--- src/rtl/rsb_pkg.sv ---
package rsb_pkg;

  // Strobes passed from control to datapath
  typedef struct packed {
    logic load;     // capture a new result this cycle
  } rsbCtl_t;

endpackage

--- src/rtl/rsb_ctrl.sv ---
module rsb_ctrl
  import rsb_pkg::*;
(
  input  logic    clk,
  input  logic    rstN,
  input  logic    inValid,
  output rsbCtl_t ctl,
  output logic    outValid
);

  always_comb begin
    ctl      = '0;
    ctl.load = inValid;
  end

  always_ff @(posedge clk or negedge rstN) begin
    if (!rstN) outValid <= 1'b0;
    else       outValid <= inValid;
  end

endmodule

--- src/rtl/rsb_datapath.sv ---
module rsb_datapath
  import rsb_pkg::*;
#(
  parameter int DATA_W  = 32,
  parameter int RES_W   = 16,
  parameter bit NORM_EN = 1'b1
) (
  input  logic              clk,
  input  logic              rstN,
  input  rsbCtl_t           ctl,
  input  logic [DATA_W-1:0] operand,
  output logic [RES_W-1:0]  count,
  output logic [DATA_W-1:0] normOut,
  output logic              flagN,
  output logic              flagZ,
  output logic              flagV
);

  localparam int CNT_W = $clog2(DATA_W);
  localparam int TAIL_W = DATA_W - 1;

  logic [TAIL_W-1:0] diffBits;
  logic [CNT_W-1:0]  lead;
  logic [RES_W-1:0]  resNext;
  logic              found;

  // Bits that differ from the sign bit become ones; the count is the
  // number of zeros above the highest such one.
  always_comb begin
    diffBits = operand[TAIL_W-1:0] ^ {TAIL_W{operand[DATA_W-1]}};
    lead     = CNT_W'(TAIL_W);
    found    = 1'b0;
    for (int i = TAIL_W - 1; i >= 0; i--) begin
      if (!found && diffBits[i]) begin
        lead  = CNT_W'(TAIL_W - 1 - i);
        found = 1'b1;
      end
    end
    resNext = RES_W'(lead);
  end

  always_ff @(posedge clk or negedge rstN) begin
    if (!rstN) begin
      count <= '0;
      flagN <= 1'b0;
      flagZ <= 1'b0;
      flagV <= 1'b0;
    end else if (ctl.load) begin
      count <= resNext;
      flagN <= resNext[RES_W-1];
      flagZ <= (resNext == '0);
      flagV <= 1'b0;
    end
  end

  generate
    if (NORM_EN) begin : g_norm
      logic [DATA_W-1:0] normReg;
      always_ff @(posedge clk or negedge rstN) begin
        if (!rstN)         normReg <= '0;
        else if (ctl.load) normReg <= operand << lead;
      end
      assign normOut = normReg;
    end else begin : g_noNorm
      assign normOut = '0;
    end
  endgenerate

endmodule

--- src/rtl/rsb_counter.sv ---
module rsb_counter
  import rsb_pkg::*;
#(
  parameter int DATA_W  = 32,
  parameter int RES_W   = 16,
  parameter bit NORM_EN = 1'b1
) (
  input  logic              clk,
  input  logic              rstN,
  input  logic              inValid,
  input  logic [DATA_W-1:0] operand,
  output logic              outValid,
  output logic [RES_W-1:0]  count,
  output logic [DATA_W-1:0] normOut,
  output logic              flagN,
  output logic              flagZ,
  output logic              flagV
);

  rsbCtl_t ctl;

  rsb_ctrl u_ctrl (
    .clk      (clk),
    .rstN     (rstN),
    .inValid  (inValid),
    .ctl      (ctl),
    .outValid (outValid)
  );

  rsb_datapath #(
    .DATA_W  (DATA_W),
    .RES_W   (RES_W),
    .NORM_EN (NORM_EN)
  ) u_dp (
    .clk     (clk),
    .rstN    (rstN),
    .ctl     (ctl),
    .operand (operand),
    .count   (count),
    .normOut (normOut),
    .flagN   (flagN),
    .flagZ   (flagZ),
    .flagV   (flagV)
  );

endmodule

--- config.mk ---
export PLATFORM = sky130hd
export DESIGN_NAME = rsb_counter
export DESIGN_NICKNAME = d
export VERILOG_FILES = /design/src/rtl/rsb_pkg.sv /design/src/rtl/rsb_ctrl.sv /design/src/rtl/rsb_datapath.sv /design/src/rtl/rsb_counter.sv
export SDC_FILE = /design/constraint.sdc
export NUM_CORES = 1
export LEC_CHECK = 0
export BUFFER_PORTS_ARGS = -buffer_cell sky130_fd_sc_hd__clkbuf_2
export CAP_MARGIN = 20
export CORE_AREA = 5 5 80 111
export DETAILED_ROUTE_END_ITERATION = 8
export DIE_AREA = 0 0 85 116
export PLACE_DENSITY = 0.85
export SYNTH_ARGS = -nofsm -noshare
export SYNTH_HDL_FRONTEND = slang
export SYNTH_HIERARCHICAL = 1
export SYNTH_SLANG_ARGS = --single-unit
--- constraint.sdc ---
create_clock -name clk -period 1.2 [get_ports clk]
set_input_delay 0.06 -clock clk [delete_from_list [all_inputs] [get_ports clk]]
set_output_delay 0.06 -clock clk [all_outputs]
set_load 0.05 [all_outputs]
==> results of run 1 <==
cells by family after synthesis:
| kind of cell | after synthesis | synth area share |
|---|---|---|
| simple gates | 174 | 0.211 |
| compound gates | 134 | 0.239 |
| mux | 93 | 0.223 |
| buf+inv | 77 | 0.0954 |
| flops | 39 | 0.228 |
| xor+xnor | 1 | 0.00205 |
| other cells | 1 | 0.000877 |
synthesized netlist by cell type, drive strengths merged (7+ instances only):
master,count,share of area
inv,7,0.0061
a31oi,8,0.012
and2,7,0.010
mux2,16,0.043
nor3,14,0.019
dfrtp,39,0.23
mux2i,77,0.18
clkbuf,26,0.023
nand2,55,0.048
buf,43,0.066
nor2,28,0.025
and3,16,0.023
a21oi,15,0.018
a22o,7,0.014
nand3,14,0.016
o211ai,8,0.015
o21ai,22,0.026
o2bb2ai,10,0.020
per-layer routing:
metal | overflow | track usage
met1 | 7 | 0.833
met4 | 109 | 0.980
met5 | 2 | 0.288
met3 | 9 | 0.722
met2 | 268 | 1.10
per-stage QoR:
stage | instances | hold slack [ns] | util
after CTS | 833 | 0.114 | 0.900
after floorplan | 531 | -0.236 | -
after global placement | 788 | 0.127 | 0.752
after detailed placement | 788 | 0.143 | 0.752
what timing repair did:
| item | CTS |
|---|---|
| resized for setup | 152 |
| pin swaps | 32 |
| setup buffers | 32 |
| endpoints found under the setup margin | 38 |
| cloned | 5 |
| hold buffers | 1 |
| endpoints found under the hold margin | 39 |
==> flow_summary.toml, run 1 <==
[run_status]
status = "aborted with a tool error"
flow.stopped_at = "5_1_grt"
error_line = "[ERROR GRT-0232] Routing congestion too high. Check the congestion heatmap in the GUI."

[floorplanning]
dieHeight_um = 116
fp-row-count = 38
die_x_um = 85
start_util = 0.555
top_level_ports = 87

[yosys]
ys_types = 73
ys_seq_area_frac = 0.228
synth_edf_count = 0
avgSynthCellArea_um2 = 8.24
yosys_register_bits = 39
synthFlopType = "dfrtp_1"
netlist_instances = 519
synthArstFlopShare = 1.00
netlist_area_um2 = 4270
yosysWarningCount = 6

[clocking]
h-tree-depth = 2
root_buffer = "clkbuf_8"
cts_buffer_depth = 2
numCtsBuffers = 5
cts.sinks = 39

[timing]
endpoint_type = "register input"
crit_endpoint = "u_dp/normOut[30]$_DFFE_PN0P_/D"

[global_routing]
grt_usage = 0.890
grt_max_degree = 40
grt-ovfl-total = 395

[place]
pre_cts_ws_ns = -2.01
placed_area_um2 = 5790
place_hpwl_um = 13600
routabilityCongestion = 1.05
io_buffers = 73
==> run 2: changes to the inputs <==
CORE_AREA = 5 5 110 112   (was 5 5 80 111)
DIE_AREA = 0 0 115 117   (was 0 0 85 116)
PLACE_DENSITY = not set   (was 0.85)
PLACE_DENSITY_LB_ADDON = 0.15   (was not set)
==> flow_summary.toml, run 2 <==
[worst_setup_path]
endpoint_kind = "flop"
timing.rr.end = "u_dp/normOut[17]"
startpoint_type = "primary input"
critical_path_required_ns = 1.36
slowest_delay_ns = 0.34
reg2regPathDepth = 2
worstPathCellList = "buf_12, clkbuf_16, nor3_1, buf_4, mux2i_1, nor3_1, o31ai_4, o211ai_4, buf_12, buf_12, mux2i_4, mux2i_2, mux2_4, a221oi_4, o31ai_2"
arrival_ns = 2.83
worstSetupPathType = "primary input to flop"
rr_startpoint = "u_dp/normOut[17]"
cpMostUsedCell = "buf_12"
crit_fanout = 7
reg2reg_slack_ns = 0.16
cp_slowest_cell = "nor3_1"

[power]
pwr-share-seq = 0.234
switching_share = 0.409
max-vdd-ir-drop_uv = 829
power_density_nw_per_um2 = 907
p_sw_mw = 2.81
combPwrFrac = 0.544
p_int_mw = 4.07
p_leak_nw = 3.45
p_clk_frac = 0.222

[worst_hold_path]
hold_start = "inValid"
holdPathStages = 2
hp-class = "primary input to flop"
whs_endpoint = "u_ctrl/outValid"

[floorplanning]
top_level_ports = 87
fp-row-count = 39
dieHeight_um = 117
start_util = 0.384
core-area_um2 = 11100
die_x_um = 115
dieArea_um2 = 13500

[route]
ant_nets = 0
wl_met1_um = 7540
drt_iter0_markers = 390
wl_um = 18400
drc = 0
via_count = 5303
dr_wl_met3_um = 1170
wl_per_cell_um = 20.3
viasPerCell = 5.85
top_layer = "met4"
drt_first_pass_iters = 5
wl_met2_um = 9340

[timing]
tightest_slew_ns = 0.555
fin_crit_sh = 2.23
drv_slew = 0
final_hold_viol_count = 0
fin_skew_ns = 0
rsz0062_at_grt = "yes"
setup_violations = 38
max_slew_margin = 0.629
holdWs_ns = 0.144
fmax_mhz = 374
fin_crit_ns = 2.67
fin_ws_ns = -1.47

[run]
maxCapViolCount = 0

[global_routing]
grt-ovfl-total = 0
grt_max_degree = 40
grt_usage = 0.248
antenna_found_initial = 0
grt_pass1_vias = 5045
grt_pass1_wl_um = 26500

[layout]
largest_reg_flops = 32
final_common_cell = "buf_4"
final_cell_mix = "172 x buf_4, 71 x clkbuf_2, 49 x nand2_1"
stdcell_area_um2 = 7590
n_antenna_cell = 0
fillers = 872
drive_gt1_frac = 0.588
nets = 798
area_growth_pct = 77.5

[yosys]
synth_edf_count = 0
yosysWarningCount = 6
synth_top_cell_by_area = "dfrtp_1"
ys_seq_area_frac = 0.228
yosysTopAreaCellShare = 0.228
ys_types = 73
synthArstFlopShare = 1.00
netlist_area_um2 = 4270
ys_top_cells_by_count = "77 x mux2i_1, 55 x nand2_1, 39 x dfrtp_1, 28 x nor2_1, 26 x clkbuf_1"
yosys_register_bits = 39
synthTopCellsByArea = "dfrtp_1 23%, mux2i_1 18%, nand2_1 4.8%, mux2_2 4.0%, buf_4 3.5%"
netlist_instances = 519
synthFlopType = "dfrtp_1"
synth_most_common_cell = "mux2i_1"
avgSynthCellArea_um2 = 8.24

[clocking]
cts.sinks = 39
numCtsBuffers = 5
h-tree-depth = 2
path_clk_slew_ns = 0.06
tritoncts = "yes"
root_buffer = "clkbuf_16"
cts_buffer_depth = 2
clk_latency_ns = 0.28

[run_status]
violations = "negative setup slack"
status = "finished, violations left"

[place]
io_buffers = 73
routabilityCongestion = 0.944
place_hpwl_um = 12900
placed_area_um2 = 6010
run 2: cell counts after synthesis:
Identical to the previous run, type by type.
run 2: power by group through the flow:
stage | registers [mW] | logic [mW] | clock network, mW
after floorplan | 2.23 | 1.28 | 0
after global placement | 1.62 | 2.94 | 0
after detailed placement | 1.62 | 2.96 | 0
after CTS | 1.60 | 3.29 | 1.55
after global routing | 1.63 | 3.94 | 1.61
final | 1.61 | 3.75 | 1.53
run 2: area by class of cell:
cell class / instances / area (µm²) / area share
well taps: 143 / 179 / 0.0236
inverters: 8 / 30.0 / 0.00396
flip-flops and latches: 39 / 976 / 0.129
clock inverters: 3 / 46.3 / 0.00610
multi-input cells: 415 / 3850 / 0.507
clock buffers: 5 / 125 / 0.0165
repair buffers: 294 / 2390 / 0.314
run 2: per-layer routing:
| metal | up-vias | track usage |
|---|---|---|
| met2 | 214 | 0.423 |
| met5 | - | 0 |
| li1 | 2441 | - |
| met3 | 36 | 0.0386 |
| met4 | 0 | 0.0665 |
| met1 | 2612 | 0.327 |
run 2: worst max-delay path, delay by kind of cell:
family / cells / cell delay (ns)
buffers and inverters: 5 / 0.77
multiplexers: 4 / 0.73
AND/OR/NAND/NOR: 2 / 0.63
AO/OA/AOI/OAI: 4 / 0.62
run 2: logic make-up after synthesis:
family / after synthesis / share of synthesized area
xor gates and xnor gates: 1 / 0.00205
buffers and inverters: 77 / 0.0954
AOI/OAI and AO/OA: 134 / 0.239
DFF: 39 / 0.228
muxes: 93 / 0.223
and+or+nand+nor: 174 / 0.211
other: 1 / 0.000877
run 2: worst max path at each step:
| stage | from | to | slack (ns) | depth (start not counted) |
|---|---|---|---|---|
| floorplan | operand[30] | u_dp/normOut[17] | -1.42 | 12 |
| CTS | operand[30] | u_dp/normOut[17] | -1.44 | 12 |
| finish | operand[31] | u_dp/normOut[30] | -1.47 | 15 |
| detailed placement | operand[31] | u_dp/normOut[22] | -2.03 | 14 |
| global route | operand[31] | u_dp/normOut[24] | -1.55 | 14 |
| global placement | operand[31] | u_dp/normOut[22] | -1.95 | 14 |
run 2: through the flow:
step	TNS (ns)	worst slack [ns]	std cells	utilization	total power, mW
floorplan	-42.67	-1.42	531	-	3.51
global placement	-59.96	-1.95	853	0.540	4.56
global route	-49.64	-1.55	907	0.682	7.17
finish	-47.22	-1.47	907	0.682	6.88
detailed placement	-63.54	-2.03	853	0.540	4.59
CTS	-47.48	-1.44	891	0.618	6.45
run 2: timing repair:
action                     4_1_cts  5_1_grt
resized for setup               89      118
pin swaps                       27       46
hold buffers                     1        0
cloned                           2        2
setup endpoints to repair       38       38
buffers inserted                28       19
hold endpoints to repair        39        0
No activity file was read; power rests on OpenSTA's default activity.
==> run 3: changes to the inputs <==
CORE_AREA = 2 2 107 109   (was 5 5 110 112)
DIE_AREA = 0 0 109 111   (was 0 0 115 117)
SYNTH_HIERARCHICAL = not set   (was 1)
==> flow_summary.toml, run 3 <==
[timing]
fin_crit_sh = 2.47
max_slew_margin = 0.599
fin_crit_ns = 2.96
holdWs_ns = 0.0418
setup_violations = 37
fmax_mhz = 338
drv_slew = 0
tightest_slew_ns = 0.599
fin_skew_ns = 0
rsz0062_at_grt = "yes"
fin_ws_ns = -1.76
final_hold_viol_count = 0

[worst_setup_path]
worstPathCellList = "buf_12, buf_12, or3_4, nor4_4, o22ai_4, buf_6, nor2_4, a211oi_4, nand2_2, buf_8, buf_8, mux2i_1, mux2_4, mux2i_1, a222oi_1, nand2_1"
worstSetupPathType = "primary input to flop"
reg2regPathDepth = 2
critical_path_required_ns = 1.36
startpoint_type = "primary input"
arrival_ns = 3.11
endpoint_kind = "flop"
slowest_delay_ns = 0.34
reg2reg_slack_ns = 0.21
cp_slowest_cell = "or3_4"
crit_fanout = 8

[route]
drt_first_pass_iters = 5
wl_um = 19800
via_count = 5419
viasPerCell = 6.02
wl_per_cell_um = 22.0
drc = 0
drt_iter0_markers = 578
ant_nets = 0

[layout]
final_common_cell = "buf_4"
n_antenna_cell = 0
fillers = 786
fin_util = 0.705
register_area_um2 = 976
area_growth_pct = 82.2
drive_gt1_frac = 0.605
final_cell_mix = "164 x buf_4, 72 x clkbuf_2, 53 x mux2i_1"
multi_input_area_um2 = 4010
largest_reg_flops = 32
nets = 791

[floorplanning]
start_util = 0.387
dieArea_um2 = 12100
fp-row-count = 39
top_level_ports = 87
dieHeight_um = 111
core-area_um2 = 11100
die_x_um = 109

[yosys]
synth_edf_count = 0
netlist_instances = 499
ys_top_cells_by_count = "101 x mux2i_1, 39 x dfrtp_1, 39 x nand2_1, 29 x nor2_1, 22 x mux2_2"
synthFlopType = "dfrtp_1"
synth_top_cell_by_area = "mux2i_1"
yosys_register_bits = 39
yosysWarningCount = 0
synthArstFlopShare = 1.00
synthTopCellsByArea = "mux2i_1 24%, dfrtp_1 23%, mux2_2 5.8%, buf_4 3.5%, nand2_1 3.4%"
ys_seq_area_frac = 0.228
yosysTopAreaCellShare = 0.236
ys_types = 64
netlist_area_um2 = 4290
avgSynthCellArea_um2 = 8.59
synth_most_common_cell = "mux2i_1"

[clocking]
cts_buffer_depth = 2
tritoncts = "yes"
path_clk_slew_ns = 0.06
numCtsBuffers = 5
cts.sinks = 39
clk_latency_ns = 0.29
root_buffer = "clkbuf_16"
h-tree-depth = 2

[worst_hold_path]
holdPathStages = 2
hp-class = "primary input to flop"

[run]
maxCapViolCount = 0

[power]
power_density_nw_per_um2 = 856
p_leak_nw = 3.58
p_int_mw = 3.83
p_clk_frac = 0.205
max-vdd-ir-drop_uv = 1230
p_sw_mw = 2.86
pwr-share-seq = 0.241
switching_share = 0.427
total_power_mw = 6.68
combPwrFrac = 0.553

[run_status]
status = "finished, violations left"
violations = "negative setup slack"

[place]
routabilityCongestion = 0.928
io_buffers = 73
place_hpwl_um = 12600

[global_routing]
grt-ovfl-total = 0
grt_pass1_vias = 4959
grt_pass1_wl_um = 26400
grt_max_degree = 40
grt_usage = 0.279
antenna_found_initial = 0
run 3: metal layers:
metal | global-route usage | vias to the layer above | part of all wire
li1 | - | 2376 | -
met1 | 0.390 | 2629 | 0.40
met2 | 0.441 | 314 | 0.48
met3 | 0.0370 | 100 | 0.067
met4 | 0.0923 | 0 | 0.055
met5 | 0 | - | 0
run 3: worst paths after layout:
check,startpoint,endpoint
setup reg to reg,u_dp.normOut[28],u_dp.normOut[28]
hold reg to reg,u_dp.count[4],u_dp.count[4]
max in group asynchronous,rstN,u_ctrl.outValid
setup / recovery,operand[31],u_dp.normOut[27]
hold / removal,operand[31],u_dp.normOut[31]
min in group asynchronous,rstN,u_dp.normOut[23]
run 3: critical path, delay by kind of cell:
kind	cells	cell delay (ns)
simple gates	5	1.08
buf+inv	5	0.73
compound gates	3	0.65
mux	3	0.58
run 3: what timing repair did:
| item | in CTS | in global routing |
|---|---|---|
| pin swaps | 17 | 32 |
| endpoints found under the setup margin | 37 | 37 |
| endpoints found under the hold margin | 39 | 0 |
| resized for setup | 52 | 174 |
| setup buffers | 17 | 34 |
| gates cloned | 2 | 5 |
| hold buffers | 1 | 0 |
run 3: logic make-up (layout without fill, tap and decap cells):
logic type / after synthesis / in the layout / synth area share
AND/OR/NAND/NOR: 154 / 155 / 0.192
multiplexers: 125 / 125 / 0.301
buffers and inverters: 66 / 311 / 0.0858
flip-flops: 39 / 39 / 0.228
AO/OA/AOI/OAI: 114 / 114 / 0.193
other: 1 / 13 / 0.000875
run 3: area by class of cell:
type | count | area share
Clock inverter | 3 | 0.00304
Multi-Input combinational cell | 407 | 0.514
Tap cell | 143 | 0.0229
Clock buffer | 5 | 0.0160
Timing Repair Buffer | 293 | 0.314
Inverter | 10 | 0.00513
Sequential cell | 39 | 0.125
run 3: power by group through the flow:
stage                     registers (mW)  clock network (mW)  logic (mW)
after CTS                           1.60                1.39        3.03
after detailed placement            1.63                   0        2.84
final                               1.61                1.37        3.70
after floorplan                     2.23                   0        1.21
after global placement              1.62                   0        2.83
after global routing                1.63                1.44        3.85
run 3: through the flow:
step           std cells  TNS [ns]  worst slack [ns]  cell area [µm²]
5_1_grt              900    -58.81             -1.84             7810
6_report             900    -55.98             -1.76             7810
4_1_cts              864    -50.97             -1.57             6550
3_5_place_dp         836    -66.42             -2.01             6010
2_1_floorplan        511    -48.09             -1.59             4530
3_3_place_gp         836    -65.46             -2.00             6010
